### config.mk
export PLATFORM = sky130hd
export DESIGN_NAME = shadow_route_top
export DESIGN_NICKNAME = d
export VERILOG_FILES = /design/src/rtl/shadow_route_pkg.sv /design/src/rtl/shadow_cfg_regs.sv /design/src/rtl/shadow_seg_lookup.sv /design/src/rtl/shadow_region_dec.sv /design/src/rtl/shadow_route_top.sv
export SDC_FILE = /design/constraint.sdc
export NUM_CORES = 1
export LEC_CHECK = 0
export CAP_MARGIN = 20
export CORE_ASPECT_RATIO = 0.7
export CORE_MARGIN = 4
export CORE_UTILIZATION = 30
export DETAILED_ROUTE_END_ITERATION = 8
export PLACE_DENSITY = 0.52
export SETUP_SLACK_MARGIN = 0.2
export SLEW_MARGIN = 20
export SYNTH_ARGS = -nofsm -noshare
export SYNTH_HDL_FRONTEND = slang
export SYNTH_SLANG_ARGS = --single-unit
### constraint.sdc
create_clock -name clk -period 2.3 [get_ports clk]
set_input_delay 0.23 -clock clk [delete_from_list [all_inputs] [get_ports clk]]
set_output_delay 0.23 -clock clk [all_outputs]
set_load 0.05 [all_outputs]
### src/rtl/shadow_route_pkg.sv
package shadow_route_pkg;
  localparam int unsigned SEG_SHIFT = 14;
  localparam logic [31:0] SEG_BASE  = 32'h000C_0000;
  localparam logic [31:0] VGA_BASE  = 32'h000A_0000;
  localparam logic [31:0] LOW_BASE  = 32'h0008_0000;
  localparam logic [31:0] HIE_BASE  = 32'h00E0_0000;
  localparam logic [31:0] HIF_BASE  = 32'h00F0_0000;
  localparam logic [31:0] TOP_16M   = 32'h0100_0000;
  localparam logic [7:0]  HIE_MB    = 8'd14;
  localparam logic [7:0]  HIF_MB    = 8'd15;

  // field order mirrors data bits 5..2 of the hole byte
  typedef struct packed {
    logic hie_ext;
    logic hif_ext;
    logic vga_int;
    logic low_ext;
  } hole_cfg_t;
endpackage

### src/rtl/shadow_cfg_regs.sv
module shadow_cfg_regs
  import shadow_route_pkg::*;
#(
  parameter int unsigned NUM_SEGS = 16,
  parameter int unsigned SEL_W    = 3
) (
  input  logic                clk,
  input  logic                rst_n,
  input  logic                cfg_we,
  input  logic [SEL_W-1:0]    cfg_sel,
  input  logic [7:0]          cfg_wdata,
  output logic [NUM_SEGS-1:0] rd_en,
  output logic [NUM_SEGS-1:0] wr_en,
  output hole_cfg_t           hole
);
  localparam int unsigned NBYTES = NUM_SEGS / 8;
  localparam int unsigned HOLE_SEL = 2 * NBYTES;

  always_ff @(posedge clk or negedge rst_n) begin
    if (!rst_n) begin
      rd_en <= '0;
      wr_en <= '0;
      hole  <= '0;
    end else if (cfg_we) begin
      for (int b = 0; b < NBYTES; b++) begin
        if (cfg_sel == SEL_W'(b))          rd_en[b*8 +: 8] <= cfg_wdata;
        if (cfg_sel == SEL_W'(NBYTES + b)) wr_en[b*8 +: 8] <= cfg_wdata;
      end
      if (cfg_sel == SEL_W'(HOLE_SEL)) hole <= hole_cfg_t'(cfg_wdata[5:2]);
    end
  end
endmodule

### src/rtl/shadow_seg_lookup.sv
module shadow_seg_lookup #(
  parameter int unsigned NUM_SEGS = 16,
  parameter int unsigned IDX_W    = 4
) (
  input  logic [NUM_SEGS-1:0] rd_en,
  input  logic [NUM_SEGS-1:0] wr_en,
  input  logic [IDX_W-1:0]    seg_idx,
  input  logic                is_write,
  output logic                seg_int,
  output logic                bios_rd,
  output logic                bios_wr
);
  localparam int unsigned HALF = NUM_SEGS / 2;

  logic [NUM_SEGS-1:0] pick;
  genvar g;
  generate
    for (g = 0; g < NUM_SEGS; g++) begin : g_pick
      assign pick[g] = is_write ? wr_en[g] : rd_en[g];
    end
  endgenerate

  assign seg_int = pick[seg_idx];
  assign bios_rd = |rd_en[NUM_SEGS-1:HALF];
  assign bios_wr = |wr_en[NUM_SEGS-1:HALF];
endmodule

### src/rtl/shadow_region_dec.sv
module shadow_region_dec
  import shadow_route_pkg::*;
#(
  parameter int unsigned ADDR_W   = 32,
  parameter int unsigned NUM_SEGS = 16,
  parameter int unsigned IDX_W    = 4
) (
  input  logic [ADDR_W-1:0] addr,
  input  logic [7:0]        mem_mb,
  input  hole_cfg_t         hole,
  input  logic              seg_int,
  output logic [IDX_W-1:0]  seg_idx,
  output logic              internal
);
  localparam logic [ADDR_W-1:0] A_SEG = ADDR_W'(SEG_BASE);
  localparam logic [ADDR_W-1:0] A_SEND =
    ADDR_W'(SEG_BASE + (NUM_SEGS << SEG_SHIFT));
  localparam logic [ADDR_W-1:0] A_VGA = ADDR_W'(VGA_BASE);
  localparam logic [ADDR_W-1:0] A_LOW = ADDR_W'(LOW_BASE);
  localparam logic [ADDR_W-1:0] A_HIE = ADDR_W'(HIE_BASE);
  localparam logic [ADDR_W-1:0] A_HIF = ADDR_W'(HIF_BASE);
  localparam logic [ADDR_W-1:0] A_TOP = ADDR_W'(TOP_16M);

  logic [ADDR_W-1:0] seg_off;
  logic in_seg, in_vga, in_low, in_hie, in_hif;

  assign seg_off = addr - A_SEG;
  assign seg_idx = seg_off[SEG_SHIFT +: IDX_W];
  assign in_seg  = (addr >= A_SEG) && (addr < A_SEND);
  assign in_vga  = (addr >= A_VGA) && (addr < A_SEG);
  assign in_low  = (addr >= A_LOW) && (addr < A_VGA);
  assign in_hie  = (addr >= A_HIE) && (addr < A_HIF);
  assign in_hif  = (addr >= A_HIF) && (addr < A_TOP);

  always_comb begin
    internal = 1'b1;
    if (in_seg)      internal = seg_int;
    else if (in_vga) internal = hole.vga_int;
    else if (in_low) internal = !hole.low_ext;
    else if (in_hie) internal = !(hole.hie_ext && (mem_mb > HIE_MB));
    else if (in_hif) internal = !(hole.hif_ext && (mem_mb > HIF_MB));
  end
endmodule

### src/rtl/shadow_route_top.sv
module shadow_route_top
  import shadow_route_pkg::*;
#(
  parameter int unsigned ADDR_W   = 32,
  parameter int unsigned NUM_SEGS = 16,
  parameter int unsigned SEL_W    = 3
) (
  input  logic              clk,
  input  logic              rst_n,
  input  logic              cfg_we,
  input  logic [SEL_W-1:0]  cfg_sel,
  input  logic [7:0]        cfg_wdata,
  input  logic [7:0]        mem_mb,
  input  logic              acc_valid,
  input  logic              acc_write,
  input  logic [ADDR_W-1:0] acc_addr,
  output logic              rt_valid,
  output logic              rt_internal,
  output logic              bios_rd_shadow,
  output logic              bios_wr_shadow
);
  localparam int unsigned IDX_W = $clog2(NUM_SEGS);

  logic [NUM_SEGS-1:0] rd_en, wr_en;
  hole_cfg_t           hole_q;
  logic [IDX_W-1:0]    seg_idx;
  logic                seg_int, verdict;

  shadow_cfg_regs #(.NUM_SEGS(NUM_SEGS), .SEL_W(SEL_W)) u_regs (
    .clk(clk), .rst_n(rst_n), .cfg_we(cfg_we), .cfg_sel(cfg_sel),
    .cfg_wdata(cfg_wdata), .rd_en(rd_en), .wr_en(wr_en), .hole(hole_q)
  );

  shadow_seg_lookup #(.NUM_SEGS(NUM_SEGS), .IDX_W(IDX_W)) u_seg (
    .rd_en(rd_en), .wr_en(wr_en), .seg_idx(seg_idx), .is_write(acc_write),
    .seg_int(seg_int), .bios_rd(bios_rd_shadow), .bios_wr(bios_wr_shadow)
  );

  shadow_region_dec #(.ADDR_W(ADDR_W), .NUM_SEGS(NUM_SEGS), .IDX_W(IDX_W)) u_dec (
    .addr(acc_addr), .mem_mb(mem_mb), .hole(hole_q), .seg_int(seg_int),
    .seg_idx(seg_idx), .internal(verdict)
  );

  always_ff @(posedge clk or negedge rst_n) begin
    if (!rst_n) begin
      rt_valid    <= 1'b0;
      rt_internal <= 1'b0;
    end else begin
      rt_valid    <= acc_valid;
      rt_internal <= acc_valid & verdict;
    end
  end
endmodule

# Word level (Yosys, flattened, before mapping)
# Index checks and enable logic that the tools add are counted.
# op_classes
add_sub_neg,1
order_cmp,13
eq_ne,4
n_mux,23
bitwise,1
n_reduce_logical,18
# op_table
cell,n
"32-bit by 20-bit >= comparator with 1-bit output, second input constant",3
"32-bit by 24-bit >= comparator with 1-bit output, second input constant",2
"32-bit by 20-bit less-than comparator with 1-bit output, second input constant",2
"32-bit by 21-bit less-than comparator with 1-bit output, second input constant",1
"32-bit by 24-bit less-than comparator with 1-bit output, second input constant",1
"32-bit by 25-bit less-than comparator with 1-bit output, second input constant",1
1-bit 2-to-1 mux,22
"18-bit by 1-bit subtractor with 18-bit output, second input constant",1
"8-bit by 4-bit greater-than comparator with 1-bit output, second input constant",2
8-bit OR reduction,2
2-bit AND reduction,5
1-bit logical AND,7
"3-bit by 2-bit == test with 1-bit output, second input constant",2
"4-bit by 5-bit less-than comparator with 1-bit output, second input constant",1
1-bit binary-select mux with 4-bit select,1
"3-bit by 1-bit == test with 1-bit output, second input constant",1
"3-bit == test, second input constant",1
1-bit zero test,3
3-bit zero test,1
1-bit AND,1
# totals
register_bits,38
input_bits,56
out_inout_bits,4
elab_cells,70

# Longest topological paths before layout
# Gate-level depths: netlist of the first run.
# depth
ltp_word,9
mapped_depth,6

# Cells and area by module
# Synthesis of the first run repeated with hierarchy kept, for this count alone.
# unflattened
cells_unflattened,149
hier_area_um2,1930.6
# by_module_without_submodules
module,instances,cells_each,area_per_inst_um2,seq_area_each_um2
shadow_cfg_regs,1,79,1381.3,900.9
shadow_seg_lookup,1,47,357.8,0.0
shadow_region_dec,1,20,135.1,0.0
shadow_route_top,1,3,56.3,50.0

# Worst setup path before layout of the first run
# No wires, ideal clock.
# synth_path
kind,input port to flip-flop
start,input port acc_write
end,register rt_internal
setup_ps,126
arrival_time_ps,1542
required_time_ps,2174
path_slack_ps,632
cell_stages,6
path_buffers,1
cell_sequence,buf_6 -> mux4_2 -> nor2b_4 -> a211oi_2 -> a211oi_1 -> o311a_1
# synth_via
elab_chain_cells,5
word_cells_on_any_way,20
classes_between,mux: 19; bitwise: 1
# synth_rtl
element,line_no,text
"start, declared",shadow_route_top.sv:15,"input logic acc_write,"
1-bit 2-to-1 mux,shadow_seg_lookup.sv:19,assign pick[g] = is_write ? wr_en[g] : rd_en[g];
1-bit binary-select mux with 4-bit select (*),shadow_seg_lookup.sv:23,assign seg_int = pick[seg_idx];
1-bit 2-to-1 mux (implied by the code) (*),shadow_seg_lookup.sv:23,
1-bit 2-to-1 mux (*),shadow_region_dec.sv:37,if (in_seg) internal = seg_int;
1-bit AND (*),shadow_route_top.sv:50,rt_internal <= acc_valid & verdict;
"end signal, assigned",shadow_route_top.sv:50,
"end, declared",shadow_route_top.sv:18,"output logic rt_internal,"
# Mark *: on every way between the ends. The rest lies on a longest branch, timed or not. The select of a mux whose other input is x is not followed.
# A chain may end at the register's enable or synchronous reset.

# Worst setup path after layout of the first run
# layout_path
start,register u_regs.rd_en[8]
end,output port bios_rd_shadow
# layout_via
elab_chain_cells,1
# layout_rtl
element,line_no,text
"start, declared",shadow_cfg_regs.sv:12,"output logic [NUM_SEGS-1:0] rd_en,"
"start signal, assigned by index",shadow_cfg_regs.sv:26,if (cfg_sel == SEL_W'(b)) rd_en[b*8 +: 8] <= cfg_wdata;
8-bit OR reduction,shadow_seg_lookup.sv:24,assign bios_rd = |rd_en[NUM_SEGS-1:HALF];
"end, declared",shadow_route_top.sv:19,"output logic bios_rd_shadow,"
# Every way passes these cells.

==> out/metrics.yaml, run 1 <==
status: "finished, final reports clean"
fin_crit_sh: 0.869
clock-skew-final_ns: 0.00420
clock_path_buffers: 2
yosysUniqueCellTypes: 28
start_util: 0.319
die_x_microns: 102
htree_levels: 2
tns_ns: 0
leakage_uw: 0.00104
final_nets: 246
p_total_uw: 1850
final_cell_mix: "43 x clkdlybuf4s50_1, 38 x dfrtp_1, 37 x mux2_2, 8 x buf_4, 7 x nand2_1"
cts-root-buf: "clkbuf_8"
io_buffers: 45
setup_violations: 0
num_antenna_cells: 0
die_h_microns: 74.1
cp_num_cells: 3
detail_route.wl_per_cell_microns: 18.1
rsz0062_at_grt: "no"
path_delay_family: "simple AND/OR/NAND/NOR gates"
final_common_cell: "clkdlybuf4s50_1"
finalWeightedCongestion: 0.784
synth_seq_cells: 38
routed_wirelength_microns: 4810
cp_data_arrival_time_ns: 1.77
synth.area.top_cells: "dfrtp_1 51%, mux2_2 22%, mux4_1 7.0%"
cp_max_fo: 3
netlist_area_sq_um: 1870
grt_first_pass_wirelength_microns: 7910
rows: 23
busiest_layer: "met2"
groute.usage.overall: 0.140
vdd_drop_max_uv: 353
drtIter0Drc: 24
drc: 0
layout_setup_ws_ns: 0.302
ys_seq_area_frac: 0.508
ant_nets: 0
finalHoldViolations: 0
use_met1: 0.184
start_kind: "flop"
vias: 1337
drt_first_pass_iters: 4
insertion_delay_ns: 0.29
ys_warn_count: 0
core_area_sq_um: 5870
cts_tree: "built"
drive_above_1_share: 0.304
synth.avg_cell_area_sq_um: 14.0
synth_largest_area_cell: "dfrtp_1"
clock_sinks: 38
cts_buffers: 5
synthToLayoutAreaGrowth_pct: 37.4
synthesis.nets: 190
grt_pass1_vias: 1471
die_area_sq_um: 7590
maxSlewHeadroom: 0.629
slew_viol_final: 0
max_freq_mhz: 500
io_pins: 60
grt_overflow: 0
synth_top_area_frac: 0.508
cpMaxStageDelayCell: "nor4_1"
hold_class: "input pin to asynchronous set/reset pin"
final_cells: 266
grt_max_degree: 39
dp.cells: 258
crit_type: "flop to primary output"
syn_inst: 134
endpoint_kind: "primary output"
worstPathRequired_ns: 2.07
slowest_delay_ns: 0.53
reg2reg_depth: 5
path_buf_inv: 1
grt_antenna_before_repair: 0
path_cells: "nor4_1, nand2_1, dlygate4sd2_1"
place_ws_ns: 0.0412
via_per_inst: 5.03
use_met3: 0.0300
fin_crit_ns: 2.00
path_clk_slew_ns: 0.08
post-dp-hpwl_microns: 3770
p_per_area_nw_per_um2: 720
cap_violations: 0
worst_pin_slew_ns: 0.551
met2_usage: 0.234
==> cells in the mapped netlist, drive strengths merged <==
library cell	number
o21ai	2
dfrtp	38
nand3b	1
o311a	1
nor2	5
mux2i	5
and4	2
nor2b	3
o311ai	1
nor3b	2
buf	2
nor4	5
clkbuf	3
a211oi	2
a21oi	2
or4	3
o221ai	1
nor3	1
nand3	4
mux4	6
mux2	37
o211ai	1
nand2	7
==> kinds of logic after synthesis <==
kind of cell    share of synthesized area
buf+inv                            0.0160
flops                               0.508
mux                                 0.332
compound gates                     0.0401
simple gates                        0.104
==> where the power goes <==
group / total, uW / switching (uW) / internal (uW)
sequential: 901 / 91.5 / 810
clock: 552 / 233 / 319
combinational: 399 / 141 / 258
total: 1850 / 466 / 1390
==> per-layer routing <==
layer | vias to the layer above | routed length, microns
met5 | - | 0
met4 | 0 | 65
met3 | 5 | 154
met2 | 23 | 2370
met1 | 680 | 2220
li1 | 629 | -
==> worst paths after layout <==
path | startpoint | end | slack, ns
min in group clk | acc_valid | rt_valid | 0.42
max | u_regs.rd_en[8] | bios_rd_shadow | 0.30
max in group asynchronous | rst_n | u_regs.hole[0] | 1.59
min | rst_n | u_regs.hole[3] | 0.37
min reg2reg | u_regs.rd_en[7] | u_regs.rd_en[7] | 0.51
max reg2reg | u_regs.wr_en[1] | rt_internal | 0.55
==> state kept, by name, summed over array words and instances (netlist names) <==
signal / cells
rt_internal: 1
rt_valid: 1
u_regs.wr_en: 16
u_regs.rd_en: 16
u_regs.hole: 4
==> metrics by stage <==
step                      instance area, sq um   util  hold slack [ns]
after floorplan                           1870      -          -0.0656
after global placement                    2470  0.420            0.482
after detailed placement                  2470  0.420            0.488
after CTS                                 2570  0.438            0.392
after global routing                      2570  0.438            0.412
final                                     2570  0.438            0.365
==> final cells by class <==
cell class                      instances  area [sq um]
Clock buffer                            5          68.8
Clock inverter                          3          40.0
Fill cell                             570          3300
Multi-Input combinational cell         91           891
Sequential cell                        38           951
Tap cell                               75          93.8
Timing Repair Buffer                   54           528
==> timing repair <==
| action | in CTS | in global routing |
|---|---|---|
| resized for setup | 2 | 0 |
| hold buffers | 0 | 0 |
| setup endpoints to repair | 2 | 0 |
| buffers inserted | 0 | 0 |
| endpoints found under the hold margin | 0 | 0 |
Power figures use the tool's default switching activity.
==> run 2, diff against run 1 <==
CAP_MARGIN = 10   (was 20)
DONT_BUFFER_PORTS = 1   (was unset)
PLACE_DENSITY = 0.4   (was 0.52)
SETUP_SLACK_MARGIN = unset   (was 0.2)
==> out/metrics.yaml, run 2 (synthesized netlist as in run 1, its figures left out) <==
cts-root-buf: "clkbuf_8"
hold_slack_ns: 0.0720
rows: 23
cts_buffers: 5
grt_pass1_vias: 1268
final_nets: 198
finalHoldViolations: 0
routed_wirelength_microns: 4320
grt_overflow: 0
cts_resized: 0
fin_crit_sh: 0.780
slew_viol_final: 0
leakage_uw: 0.000839
max_freq_mhz: 558
die_area_sq_um: 7590
path_buf_inv: 0
grt_first_pass_wirelength_microns: 6940
fin_crit_ns: 1.79
worstPathRequired_ns: 2.07
clock_sinks: 38
hold_class: "input pin to flop"
final_common_cell: "dfrtp_1"
path_delay_family: "simple AND/OR/NAND/NOR gates"
htree_levels: 2
seqCellArea_sq_um: 951
drt_first_pass_iters: 4
final_cells: 218
start_kind: "flop"
groute.usage.overall: 0.126
p_per_area_nw_per_um2: 798
die_x_microns: 102
io_pins: 60
nFillCells: 601
post-dp-hpwl_microns: 3240
rsz0062_at_grt: "no"
final_cell_mix: "38 x dfrtp_1, 37 x mux2_2, 7 x nand2_1, 6 x clkbuf_8"
io_buffers: 0
endpoint_kind: "primary output"
cts_setup_buffers: 0
synthToLayoutAreaGrowth_pct: 11.6
crit_type: "flop to primary output"
place_ws_ns: 0.543
detail_route.wl_per_cell_microns: 19.8
multi_input_area_sq_um: 891
tns_ns: 0
drive_above_1_share: 0.364
setup_violations: 0
vias: 1155
cap_violations: 0
via_per_inst: 5.30
ctsHoldBuffers: 3
cpMaxStageDelayCell: "nor4_1"
ant_nets: 0
clock_path_buffers: 2
status: "finished, final reports clean"
die_h_microns: 74.1
layout_setup_ws_ns: 0.507
insertion_delay_ns: 0.29
reg.largest.list: "u_regs.rd_en: 16 flops, u_regs.wr_en: 16 flops, u_regs.hole: 4 flops"
start_util: 0.319
finalWeightedCongestion: 0.728
num_antenna_cells: 0
clock-skew-final_ns: 0.00620
path_clk_slew_ns: 0.07
grt_max_degree: 39
core_area_sq_um: 5870
cts_tree: "built"
drtIter0Drc: 29
cp_data_arrival_time_ns: 1.56
maxSlewHeadroom: 0.580
slowest_delay_ns: 0.43
path_cells: "nor4_1, nand2_1"
worst_pin_slew_ns: 0.625
grt_antenna_before_repair: 0
vdd_drop_max_uv: 213
drc: 0
cp_max_fo: 3
dp.cells: 207
run 2: final cells by class:
type	count	area share
multi-input combinational	91	0.426
clock inverter	1	0.00240
timing repair buffer	6	0.0299
clock buffer	7	0.0413
sequential	38	0.455
tap	75	0.0449
run 2: worst reg2reg max path: stages (launching register included):
cell and delay (ns):
dfrtp_1 0.38, mux4_2 0.51, nor2b_4 0.15, a211oi_2 0.19
a211oi_1 0.07, o311a_1 0.35
run 2: path summary, 6_finish.rpt:
check | start | to | slack, ns | cells after the start
hold / removal | acc_valid | rt_internal | 0.07 | 1
min in group asynchronous | rst_n | u_regs.hole[0] | 0.38 | 2
max in group asynchronous | rst_n | u_regs.wr_en[13] | 1.72 | 2
setup reg to reg | u_regs.wr_en[1] | rt_internal | 0.53 | 5
hold reg to reg | u_regs.wr_en[7] | u_regs.wr_en[7] | 0.50 | 1
setup / recovery | u_regs.rd_en[9] | bios_rd_shadow | 0.51 | 2
run 2: per-layer routing:
| layer | vias to the layer above | global-route usage | wire length, microns |
|---|---|---|---|
| met3 | 8 | 0.0412 | 237 |
| met5 | - | 0 | 0 |
| met4 | 0 | 0.0480 | 71 |
| li1 | 533 | - | - |
| met2 | 21 | 0.181 | 1900 |
| met1 | 593 | 0.176 | 2110 |
run 2: metrics by stage:
| step | total power [uW] | utilization | area [sq um] |
|---|---|---|---|
| 5_1_grt | 1760 | 0.356 | 2090 |
| 6_report | 1670 | 0.356 | 2090 |
| 3_3_place_gp | 1180 | 0.334 | 1960 |
| 2_1_floorplan | 1130 | - | 1870 |
| 4_1_cts | 1700 | 0.356 | 2090 |
| 3_5_place_dp | 1190 | 0.334 | 1960 |
run 2: power by group:
group | total, uW | leakage (uW) | internal (uW) | switching (uW)
Combinational | 289 | 0.000335 | 191 | 97.9
Sequential | 906 | 0.000455 | 810 | 96.1
Clock | 473 | 0.0000482 | 242 | 231
Total | 1670 | 0.000839 | 1240 | 425
==> run 3, diff against run 2 <==
clock period = 1.9 ns   (was 2.3 ns; I/O delays follow)
==> out/metrics.yaml, run 3 (synthesized netlist as in run 1, its figures left out) <==
groute.usage.overall: 0.123
rows: 23
drive_above_1_share: 0.357
htree_levels: 2
grt_antenna_before_repair: 0
drtIter0Drc: 21
vdd_drop_max_uv: 367
fin_area_sq_um: 2100
cts-root-buf: "clkbuf_8"
status: "finished, final reports clean"
detail_route.wl_per_cell_microns: 19.7
insertion_delay_ns: 0.28
cap_violations: 0
worst_pin_slew_ns: 0.638
cts_tree: "built"
max_freq_mhz: 565
finalHoldViolations: 0
die_h_microns: 74.1
start_kind: "flop"
layout_setup_ws_ns: 0.130
final_cells: 218
via_per_inst: 5.20
setup_violations: 0
synthToLayoutAreaGrowth_pct: 12.4
hold_class: "input pin to flop"
reg.largest.list: "u_regs.rd_en: 16 flops, u_regs.wr_en: 16 flops, u_regs.hole: 4 flops"
finalWeightedCongestion: 0.759
routed_wirelength_microns: 4280
final_common_cell: "dfrtp_1"
slew_viol_final: 0
drc: 0
fin_crit_ns: 1.77
maxSlewHeadroom: 0.571
io_pins: 60
die_area_sq_um: 7590
cts_resized: 0
ff2ff_setup_slack_ns: 0.13
tns_ns: 0
worstPathRequired_ns: 2.06
cp_data_arrival_time_ns: 1.93
io_buffers: 0
die_x_microns: 102
cts_buffers: 5
cp_max_fo: 2
start_util: 0.319
vias: 1134
final_nets: 198
clock-skew-final_ns: 0.00777
num_antenna_cells: 0
grt_first_pass_wirelength_microns: 6870
ctsHoldBuffers: 3
clock_path_buffers: 2
clock_sinks: 38
drt_first_pass_iters: 3
crit_type: "flop to flop"
cts_setup_buffers: 0
dp.cells: 207
core_area_sq_um: 5870
p_per_area_nw_per_um2: 1000
grt_pass1_vias: 1230
place_ws_ns: 0.144
path_clk_slew_ns: 0.07
endpoint_kind: "flop"
grt_overflow: 0
post_dp_cell_area_sq_um: 1960
rsz0062_at_grt: "no"
fin_crit_sh: 0.932
grt_max_degree: 39
final_cell_mix: "38 x dfrtp_1, 37 x mux2_2, 7 x nand2_1"
ant_nets: 0
leakage_uw: 0.000843
post-dp-hpwl_microns: 3210
## run 3: changes by cell type in the layout (fill, tap and decap cells not counted), sizes merged
cell and delta:
clkinv -1, bufinv +1
## run 3: stage by stage
stage	total power, uW	hold slack [ns]	util
global placement	1420	-0.104	0.334
finish	2110	0.0406	0.358
floorplan	1370	-0.106	-
CTS	2140	0.0347	0.358
global route	2240	0.0272	0.358
detailed placement	1440	-0.104	0.334
## run 3: worst paths after layout
| check | from | to | depth (start not counted) |
|---|---|---|---|
| hold reg to reg | u_regs.rd_en[5] | u_regs.rd_en[5] | 1 |
| min in group asynchronous | rst_n | u_regs.hole[0] | 2 |
| setup / recovery | u_regs.wr_en[1] | rt_internal | 5 |
| hold / removal | acc_valid | rt_internal | 1 |
| setup reg to reg | u_regs.wr_en[1] | rt_internal | 5 |
| max in group asynchronous | rst_n | u_regs.rd_en[13] | 2 |
## run 3: worst max-delay path, stage by stage (launching register included)
cell and delay [ns]:
dfrtp_1 0.39, mux4_2 0.51, nor2b_4 0.15, a211oi_2 0.18
a211oi_1 0.07, o311a_1 0.35
## run 3: final cells by class
type,instances,area [sq um]
multi-input combinational,91,891
timing repair buffer,6,62.6
sequential,38,951
clock buffer,7,76.3
clock inverter,1,30.0
tap,75,93.8
fill,576,3770
## run 3: where the power goes
group	leakage [uW]	switching (uW)	internal (uW)
combinational	0.000335	119	231
clock	0.0000524	271	393
sequential	0.000455	118	980
total	0.000843	508	1600
## run 3: routing by layer
metal | part of all wire | routed length (microns) | vias to the layer above | GRT usage
met4 | 0.0044 | 19 | 0 | 0.0262
met5 | 0 | 0 | - | 0
met1 | 0.50 | 2140 | 579 | 0.179
met3 | 0.056 | 242 | 2 | 0.0431
met2 | 0.44 | 1880 | 18 | 0.179
li1 | - | - | 535 | -
